--- config.mk ---
export PLATFORM = sky130hd
export DESIGN_NAME = mpc_rx
export DESIGN_NICKNAME = d
export VERILOG_FILES = /design/src/rtl/mpc_rx_pkg.sv /design/src/rtl/mpc_rx_frame.sv /design/src/rtl/mpc_rx_idle.sv /design/src/rtl/mpc_rx_ctl.sv /design/src/rtl/mpc_rx.sv
export SDC_FILE = /design/constraint.sdc
export NUM_CORES = 1
export LEC_CHECK = 0
export BUFFER_PORTS_ARGS = -buffer_cell sky130_fd_sc_hd__buf_4
export CAP_MARGIN = 20
export CELL_PAD_IN_SITES_DETAIL_PLACEMENT = 0
export CELL_PAD_IN_SITES_GLOBAL_PLACEMENT = 1
export CORE_MARGIN = 4
export CORE_UTILIZATION = 43
export CTS_BUF_LIST = sky130_fd_sc_hd__clkbuf_4
export DETAILED_ROUTE_END_ITERATION = 6
export HOLD_SLACK_MARGIN = 0.02
export PLACE_DENSITY_LB_ADDON = 0.1
export SYNTH_ARGS = -nofsm -noshare
export SYNTH_HDL_FRONTEND = slang
export SYNTH_HIERARCHICAL = 1
export SYNTH_SLANG_ARGS = --single-unit
--- constraint.sdc ---
create_clock -name clk -period 1.6 [get_ports clk]
set_input_delay 0.08 -clock clk [delete_from_list [all_inputs] [get_ports clk]]
set_output_delay 0.08 -clock clk [all_outputs]
set_load 0.02 [all_outputs]
--- src/rtl/mpc_rx_pkg.sv ---
package mpc_rx_pkg;

  typedef enum logic [1:0] {
    FR_IDLE,
    FR_START,
    FR_DATA,
    FR_STOP
  } fr_state_e;

endpackage

--- src/rtl/mpc_rx_frame.sv ---
module mpc_rx_frame
  import mpc_rx_pkg::*;
#(
  parameter int OVS    = 16,
  parameter int WORD_W = 9
) (
  input  logic              clk,
  input  logic              rst_n,
  input  logic              en,
  input  logic              tick,
  input  logic              nine,
  input  logic              rx_in,
  output logic              rx_s,
  output logic              busy,
  output logic              done,
  output logic [WORD_W-1:0] word
);

  localparam int CW = $clog2(OVS);
  localparam int BW = $clog2(WORD_W + 1);
  localparam logic [CW-1:0] MID  = CW'(OVS / 2 - 1);
  localparam logic [CW-1:0] LAST = CW'(OVS - 1);

  logic [1:0]    sync_q;
  fr_state_e     st;
  logic [CW-1:0] cnt;
  logic [BW-1:0] idx;
  logic [BW-1:0] idx_last;

  // two-flop synchroniser, idle level high
  always_ff @(posedge clk or negedge rst_n) begin
    if (!rst_n) sync_q <= 2'b11;
    else        sync_q <= {sync_q[0], rx_in};
  end

  assign rx_s     = sync_q[1];
  assign busy     = (st != FR_IDLE);
  assign idx_last = nine ? BW'(WORD_W - 1) : BW'(WORD_W - 2);

  always_ff @(posedge clk or negedge rst_n) begin
    if (!rst_n) begin
      st   <= FR_IDLE;
      cnt  <= '0;
      idx  <= '0;
      done <= 1'b0;
      word <= '0;
    end else begin
      done <= 1'b0;
      if (!en) begin
        st  <= FR_IDLE;
        cnt <= '0;
      end else if (tick) begin
        unique case (st)
          FR_IDLE: begin
            if (!rx_s) begin
              st  <= FR_START;
              cnt <= '0;
            end
          end
          FR_START: begin
            if (cnt == MID) begin
              cnt  <= '0;
              idx  <= '0;
              word <= '0;
              st   <= rx_s ? FR_IDLE : FR_DATA;
            end else begin
              cnt <= cnt + 1'b1;
            end
          end
          FR_DATA: begin
            if (cnt == LAST) begin
              cnt       <= '0;
              word[idx] <= rx_s;
              if (idx == idx_last) st <= FR_STOP;
              else                 idx <= idx + 1'b1;
            end else begin
              cnt <= cnt + 1'b1;
            end
          end
          FR_STOP: begin
            if (cnt == LAST) begin
              cnt  <= '0;
              st   <= FR_IDLE;
              done <= 1'b1;
            end else begin
              cnt <= cnt + 1'b1;
            end
          end
          default: st <= FR_IDLE;
        endcase
      end
    end
  end

endmodule

--- src/rtl/mpc_rx_idle.sv ---
module mpc_rx_idle #(
  parameter int OVS    = 16,
  parameter int WORD_W = 9
) (
  input  logic clk,
  input  logic rst_n,
  input  logic en,
  input  logic tick,
  input  logic nine,
  input  logic rx_s,
  input  logic busy,
  output logic evt
);

  localparam int FMAX = (WORD_W + 2) * OVS;
  localparam int FMIN = (WORD_W + 1) * OVS;
  localparam int IW   = $clog2(FMAX + 1);

  logic [IW-1:0] cnt;
  logic [IW-1:0] limit;

  assign limit = nine ? IW'(FMAX) : IW'(FMIN);

  // counts high ticks outside a frame, saturates, fires once per run
  always_ff @(posedge clk or negedge rst_n) begin
    if (!rst_n) begin
      cnt <= '0;
      evt <= 1'b0;
    end else begin
      evt <= 1'b0;
      if (!en || busy || !rx_s) begin
        cnt <= '0;
      end else if (tick && (cnt < limit)) begin
        cnt <= cnt + 1'b1;
        evt <= (cnt + 1'b1 == limit);
      end
    end
  end

endmodule

--- src/rtl/mpc_rx_ctl.sv ---
module mpc_rx_ctl #(
  parameter int DATA_W = 8,
  localparam int WORD_W = DATA_W + 1
) (
  input  logic              clk,
  input  logic              rst_n,
  input  logic              done,
  input  logic [WORD_W-1:0] word,
  input  logic              nine,
  input  logic              wake_addr,
  input  logic              idle_evt,
  input  logic              mute_set,
  input  logic              mute_clr,
  input  logic              rd_ready,
  input  logic              ack_flags,
  output logic              mute,
  output logic              rd_valid,
  output logic [DATA_W-1:0] rd_data,
  output logic              rd_bit9,
  output logic              ovr,
  output logic              idle_flag
);

  logic msb, hit_addr, hit_idle, take, free, armed;

  assign msb      = nine ? word[WORD_W-1] : word[WORD_W-2];
  assign hit_addr = done && mute && wake_addr && msb && !mute_set;
  assign hit_idle = idle_evt && mute && !wake_addr && !mute_set;
  assign take     = done && (!mute || hit_addr);
  assign free     = rd_valid && rd_ready;

  always_ff @(posedge clk or negedge rst_n) begin
    if (!rst_n) begin
      mute      <= 1'b0;
      rd_valid  <= 1'b0;
      rd_data   <= '0;
      rd_bit9   <= 1'b0;
      ovr       <= 1'b0;
      idle_flag <= 1'b0;
      armed     <= 1'b0;
    end else begin
      if (mute_set)                              mute <= 1'b1;
      else if (mute_clr || hit_addr || hit_idle) mute <= 1'b0;

      if (take && (!rd_valid || free)) begin
        rd_valid <= 1'b1;
        rd_data  <= word[DATA_W-1:0];
        rd_bit9  <= nine & word[DATA_W];
      end else if (free) begin
        rd_valid <= 1'b0;
      end

      if (take && rd_valid && !free) ovr <= 1'b1;
      else if (ack_flags)            ovr <= 1'b0;

      if (idle_evt && !mute && armed) begin
        idle_flag <= 1'b1;
        armed     <= 1'b0;
      end else begin
        if (ack_flags) idle_flag <= 1'b0;
        if (take)      armed     <= 1'b1;
      end
    end
  end

endmodule

--- src/rtl/mpc_rx.sv ---
module mpc_rx #(
  parameter int OVS    = 16,
  parameter int DATA_W = 8
) (
  input  logic              clk,
  input  logic              rst_n,
  input  logic              rx_line,
  input  logic              tick16,
  input  logic              rx_en,
  input  logic              cfg_nine,
  input  logic              cfg_wake_addr,
  input  logic              mute_set,
  input  logic              mute_clr,
  input  logic              rx_ie,
  input  logic              idle_ie,
  input  logic              ack_flags,
  input  logic              rd_ready,
  output logic              rd_valid,
  output logic [DATA_W-1:0] rd_data,
  output logic              rd_bit9,
  output logic              ovr_flag,
  output logic              idle_flag,
  output logic              mute_o,
  output logic              irq
);

  localparam int WORD_W = DATA_W + 1;

  logic              rx_s, busy, done, idle_evt;
  logic [WORD_W-1:0] word;

  mpc_rx_frame #(.OVS(OVS), .WORD_W(WORD_W)) u_frame (
    .clk(clk), .rst_n(rst_n), .en(rx_en), .tick(tick16), .nine(cfg_nine),
    .rx_in(rx_line), .rx_s(rx_s), .busy(busy), .done(done), .word(word)
  );

  mpc_rx_idle #(.OVS(OVS), .WORD_W(WORD_W)) u_idle (
    .clk(clk), .rst_n(rst_n), .en(rx_en), .tick(tick16), .nine(cfg_nine),
    .rx_s(rx_s), .busy(busy), .evt(idle_evt)
  );

  mpc_rx_ctl #(.DATA_W(DATA_W)) u_ctl (
    .clk(clk), .rst_n(rst_n), .done(done), .word(word), .nine(cfg_nine),
    .wake_addr(cfg_wake_addr), .idle_evt(idle_evt), .mute_set(mute_set),
    .mute_clr(mute_clr), .rd_ready(rd_ready), .ack_flags(ack_flags),
    .mute(mute_o), .rd_valid(rd_valid), .rd_data(rd_data), .rd_bit9(rd_bit9),
    .ovr(ovr_flag), .idle_flag(idle_flag)
  );

  assign irq = (rx_ie && (rd_valid || ovr_flag)) || (idle_ie && idle_flag);

endmodule

Word level (Yosys, flattened, before mapping)
Cells that the tools add are included.
{"block": "word_totals", "output_inout_bits": 14, "wordCells": 130, "regBits": 45, "inputBits": 13}
{"block": "op_classes", "n_eq_ne": 16, "mux": 45, "addsub": 3, "n_lt_le_gt_ge": 3, "reduce_logical": 47, "n_bitwise": 1}
{"op": "2-to-1 mux 4 bit", "count": 9}
{"op": "logical AND 1 bit", "count": 18}
{"op": "2-to-1 mux 9 bit", "count": 2}
{"op": "one-hot mux 9 bit (2 select lines)", "count": 1}
{"op": "2-to-1 mux 1 bit", "count": 17}
{"op": "2-to-1 mux 2 bit", "count": 8}
{"op": "2-to-1 mux 8 bit", "count": 2}
{"op": "nonzero test 2 bit", "count": 8}
{"op": "!= test 3 x 2 -> 1 bit (second input constant)", "count": 4}
{"op": "one-hot mux 4 bit (3 select lines)", "count": 1}
{"op": "AND reduction 6 bit", "count": 2}
{"op": "bitwise mux 9 bit", "count": 1}
{"op": "adder 4 x 1 -> 4 bit (second input constant)", "count": 2}
{"op": "adder 8 x 1 -> 8 bit (second input constant)", "count": 1}
{"op": "== test 8 bit", "count": 1}
{"op": "logical OR 1 bit", "count": 8}
{"op": "< comparator 8 bit", "count": 1}
{"op": "one-hot mux 2 bit (4 select lines)", "count": 1}
{"op": "one-hot mux 4 bit (2 select lines)", "count": 1}
{"op": "zero test 1 bit", "count": 7}
{"op": "< comparator 4 x 5 -> 1 bit (second input constant)", "count": 1}
{"op": "2-to-1 mux 5 bit", "count": 1}
{"op": "AND reduction 5 bit", "count": 1}
{"op": "demux 1 bit (select 4 bit)", "count": 1}
{"op": "13 further kinds", "count": 16}

Longest topological paths before layout
{"block": "logic_depth", "depth_word": 9, "mapped_depth": 6}

Cells and area by module
The synthesis kept the hierarchy.
{"mod": "mpc_rx_frame", "n_inst": 1, "area_each_um2": 1236.2, "cells_each": 121}
{"mod": "mpc_rx_ctl", "n_inst": 1, "area_each_um2": 584.3, "cells_each": 45}
{"mod": "mpc_rx_idle", "n_inst": 1, "area_each_um2": 558.0, "cells_each": 59}
{"mod": "mpc_rx", "n_inst": 1, "area_each_um2": 12.5, "cells_each": 3}

Least setup slack after synthesis
Ideal clock, no wire load.
{"block": "synth_path", "path_kind": "register to register", "from": "register u_frame.st[0]", "to": "register u_idle.evt", "t_required_ns": 1.513, "arrival_ns": 1.658, "path_slack_ns": -0.145, "stages_incl_launch_ff": 5, "cell_sequence": "dfrtp_1 > or2_4 > nand3b_1 > or4_1 > a211oi_2"}
{"block": "synth_between", "elab_chain_cells": 4}
{"item": "start, declared", "line": "mpc_rx_frame.sv:25", "text": "fr_state_e st;"}
{"item": "start signal, assigned", "line": "mpc_rx_frame.sv:65", "text": "st <= rx_s ? FR_IDLE : FR_DATA;"}
{"item": "nonzero test 2 bit", "line": "mpc_rx_frame.sv:37", "text": "assign busy = (st != FR_IDLE);"}
{"item": "via busy", "line": "mpc_rx.sv:29", "text": "logic rx_s, busy, done, idle_evt;"}
{"item": "logical OR 1 bit (2 in a row)", "line": "mpc_rx_idle.sv:31", "text": "if (!en || busy || !rx_s) begin"}
{"item": "2-to-1 mux 1 bit", "line": "mpc_rx_idle.sv:31"}
{"item": "end signal, assigned", "line": "mpc_rx_idle.sv:35", "text": "evt <= (cnt + 1'b1 == limit);"}
{"item": "end, declared", "line": "mpc_rx_idle.sv:12", "text": "output logic evt"}
The timed path passes the listed nets, and every way through them passes these cells.
A chain may end at the register's enable or synchronous reset.

Worst setup path after layout
{"block": "layout_path", "from": "register u_frame.cnt[1]", "to": "register u_frame.idx[3]"}
{"block": "layout_between", "elab_chain_cells": 3}
{"item": "start, declared", "line": "mpc_rx_frame.sv:26", "text": "logic [CW-1:0] cnt;"}
{"item": "start signal, assigned", "line": "mpc_rx_frame.sv:67", "text": "cnt <= cnt + 1'b1;"}
{"item": "start signal, assigned", "line": "mpc_rx_frame.sv:77", "text": "cnt <= cnt + 1'b1;"}
{"item": "start signal, assigned", "line": "mpc_rx_frame.sv:86", "text": "cnt <= cnt + 1'b1;"}
{"item": "== test 4 bit / == test 4 x 3 -> 1 bit (equally long branches)", "line": "mpc_rx_frame.sv:71, mpc_rx_frame.sv:61"}
{"item": "!= test 2 x 1 -> 1 bit (no source line)"}
{"item": "AND reduction 6 bit (no source line) (*)"}
{"item": "end signal, assigned", "line": "mpc_rx_frame.sv:75", "text": "else idx <= idx + 1'b1;"}
{"item": "end, declared", "line": "mpc_rx_frame.sv:27", "text": "logic [BW-1:0] idx;"}
Mark *: on every way between the ends. The rest lies on a longest branch, timed or not.

==> results.txt <==
Status: finished, final reports clean
Avg Cell Area, Syn: 10.5 µm²
Antenna violations before repair: 0
Layout Skew: 0.0169 ns
Largest net degree at the start of global routing: 46
Post-synth top cells: dfrtp_1, nand2_1, nor2_1, inv_1
Fin crit share: 0.990
Clk slew on worst S/H paths: 0.14 ns
DR DRC count: 0
CP max-delay cell: dfrtp_1
Final setup fails: 0
DP HPWL: 3.69 mm
RSZ-0062 raised after global routing: yes
Worst slew pin tran: 0.556 ns
Number of inserted diodes: 0
GP Congestion: 0.852
Grt met1 use: 0.219
Worst Setup Start Kind: register
Setup CP Type: register to register
Pwr Density: 651 nW/µm²
Met2 track demand over resource: 0.300
Buf/Inv on CP: 1
Seq/Total Area, Yosys: 0.472
Layout fillers: 460
WP depth: 6
Synth warn: 6
Share of layout cells above drive strength 1: 0.341
Pins Over Slew Limit: 0
DR vias/cell: 5.22
Grt peak-use layer: met2
RR Startpoint: u_frame/cnt[1]$_DFFE_PN0P_
Peak supply drop: 0.000324 V
Post-Layout Cell Count: 366
CTS Sinks: 45
Reg-to-reg critical path endpoint: u_frame/idx[3]$_DFFE_PN0P_
End of the critical path: u_frame/idx[3]$_DFFE_PN0P_
Root buffer cell: clkbuf_4
FF/Latch Area: 1130 µm²
Crit path DAT: 1.83 ns
Area grow syn2layout: 31.6%
Synth unique cells: 52
PortBufs: 26
Worst path required time: 1.85 ns
Crit path launch: u_frame/cnt[1]$_DFFE_PN0P_
Fin crit period: 1.58 ns
Reg2reg path depth: 6
Initial Utilization: 0.457
Avg WL per Cell: 14.4 µm
First DRT Iteration DRCs: 55
Cell with the most instances after synthesis: dfrtp_1
Row cnt: 26
Maximum Capacitance Violations: 0
Crit-path cells: ha_4 -> nand4_1 -> buf_6 -> nor2_2 -> a21oi_2 -> a221o_1
LEAKAGE: 1.46 nW
Die area: 6820 µm²
Hold Path Class: input port to register
Post-synth EDFFs: 0
Vias in the first global route: 1,908
Die width: 82.6 µm
CTS tree: done
Yosys reg bits: 45
Delay-heaviest family, CP: flip-flops
Latest clock arrival within the worst-skew pair: 0.36 ns
Post-layout nets: 315
Vias: 1,911
FF-to-FF setup slack: 0.02 ns
Syn Inst Count: 228
Io pins: 27
Dominant cell type by area after synthesis: dfrtp_1
Final WL: 5.28 mm
Remaining antenna violation count after routing: 0
Max Fclk: 631 MHz
WHS: 0.0359 ns
Die height: 82.6 µm
Area occupied by multi-input gates: 1310 µm²
Nature of the critical path endpoint: register
Clock Tree Buf Depth: 2
Ys flop type: dfrtp_1
Share of the synthesized area in the top cell type: 0.450
Global-route track usage on met3: 0.0369
Final Hold Vio Count: 0
CTS H-tree lvls: 2
CP max FO: 5
Synth top area cells: dfrtp_1, mux2_2, nand2_1
Core Box Area: 5240 µm²
Global route overflow: 0
Crit-path max cell delay: 0.42 ns
Slew headroom: 0.629
Syn Nets: 248
Cell area after synthesis: 2390 µm²
First-pass GRT wire length: 8.98 mm
GRT Total Usage: 0.174
CTS buffer count: 5
Drt first pass iters: 4
Fraction of registers with async set/reset: 1.00
Dpl cells: 349
==> how the worst min path moves through the flow <==
stage / start / endpoint / slack (ns) / cells after the start
detailed placement: rst_n / u_ctl/mute$_DFFE_PN0P_ / 0.12 / 1
global placement: rst_n / u_ctl/mute$_DFFE_PN0P_ / 0.12 / 1
floorplan: rst_n / u_ctl/armed$_DFFE_PN0P_ / -0.22 / 0
finish: tick16 / u_frame/done$_DFF_PN0_ / 0.04 / 3
global route: tick16 / u_frame/done$_DFF_PN0_ / 0.02 / 3
CTS: tick16 / u_frame/done$_DFF_PN0_ / 0.02 / 3
==> routing by layer <==
layer	routed length (µm)	up-vias
li1	-	962
met1	2480	909
met2	2490	32
met3	231	8
met4	77	0
met5	0	-
==> cell families after synthesis <==
| logic type | share of synthesized area |
|---|---|
| buffers and inverters | 0.0272 |
| multiplexers | 0.0675 |
| flip-flops | 0.472 |
| AND/OR/NAND/NOR | 0.197 |
| adder cells (fa/ha/maj) | 0.0366 |
| XOR/XNOR | 0.0366 |
| AO/OA/AOI/OAI | 0.163 |
==> cells in the final DEF (no fill, tap or decap), types with 3 or more instances in the layout <==
master	n
nor2b_1	4
nand3_1	4
nand4_1	3
and3_4	3
o211ai_1	5
nor3_1	4
dfrtp_1	42
xor2_1	7
inv_1	11
clkbuf_4	5
buf_4	56
nor2_1	11
xnor2_1	3
or4_1	3
a22o_1	9
dlygate4sd3_1	6
nand3b_1	4
a21oi_2	3
a21o_1	8
ha_1	5
mux2_2	8
nand2_1	24
a21oi_1	6
mux2i_1	6
and3_1	4
==> timing repair <==
action                                 in CTS  in global routing
gates resized for setup                     7                 12
setup endpoints to repair                   7                 17
endpoints found under the hold margin      49                  0
pin swaps                                   4                 11
hold buffers                                6                  0
buffers inserted                            0                  2
gates cloned                                1                  0
==> per-stage QoR <==
step                cell area [µm²]   util  power, mW  worst slack, ns  setup TNS [ns]
global route                   3150  0.601       2.16          -0.0930           -1.00
detailed placement             2900  0.553       1.37          -0.0123         -0.0417
finish                         3150  0.601       2.05           0.0158               0
CTS                            3080  0.588       2.08           0.0133               0
global placement               2900  0.553       1.37          0.00821               0
floorplan                      2410      -       1.26          -0.0467         -0.0467
==> final cells by class <==
cell class                      instances  area share
Sequential cell                        45       0.359
Clock buffer                            5      0.0119
Clock inverter                          3      0.0131
Tap cell                               70      0.0278
Timing Repair Buffer                   64       0.160
Multi-Input combinational cell        168       0.415
Inverter                               11      0.0131
==> worst reg2reg max path: cells and delay by family (launching register included) <==
| family | cells | cell delay (ns) |
|---|---|---|
| flops | 1 | 0.42 |
| simple gates | 2 | 0.31 |
| compound gates | 2 | 0.36 |
| fa+ha+maj | 1 | 0.17 |
| buf+inv | 1 | 0.21 |
==> state kept, by name (all words and copies together), names as in the netlist, 2 cells and up <==
name / count
u_frame/st: 2
u_idle/cnt: 8
u_frame/idx: 4
u_ctl/rd_data: 8
u_frame/sync_q: 2
u_frame/cnt: 4
u_frame/word: 9
==> power by group <==
part | switching (mW) | internal, mW
clock network | 0.362 | 0.324
registers | 0.0121 | 1.15
logic | 0.104 | 0.0936
No activity file was read; power rests on OpenSTA's default activity.
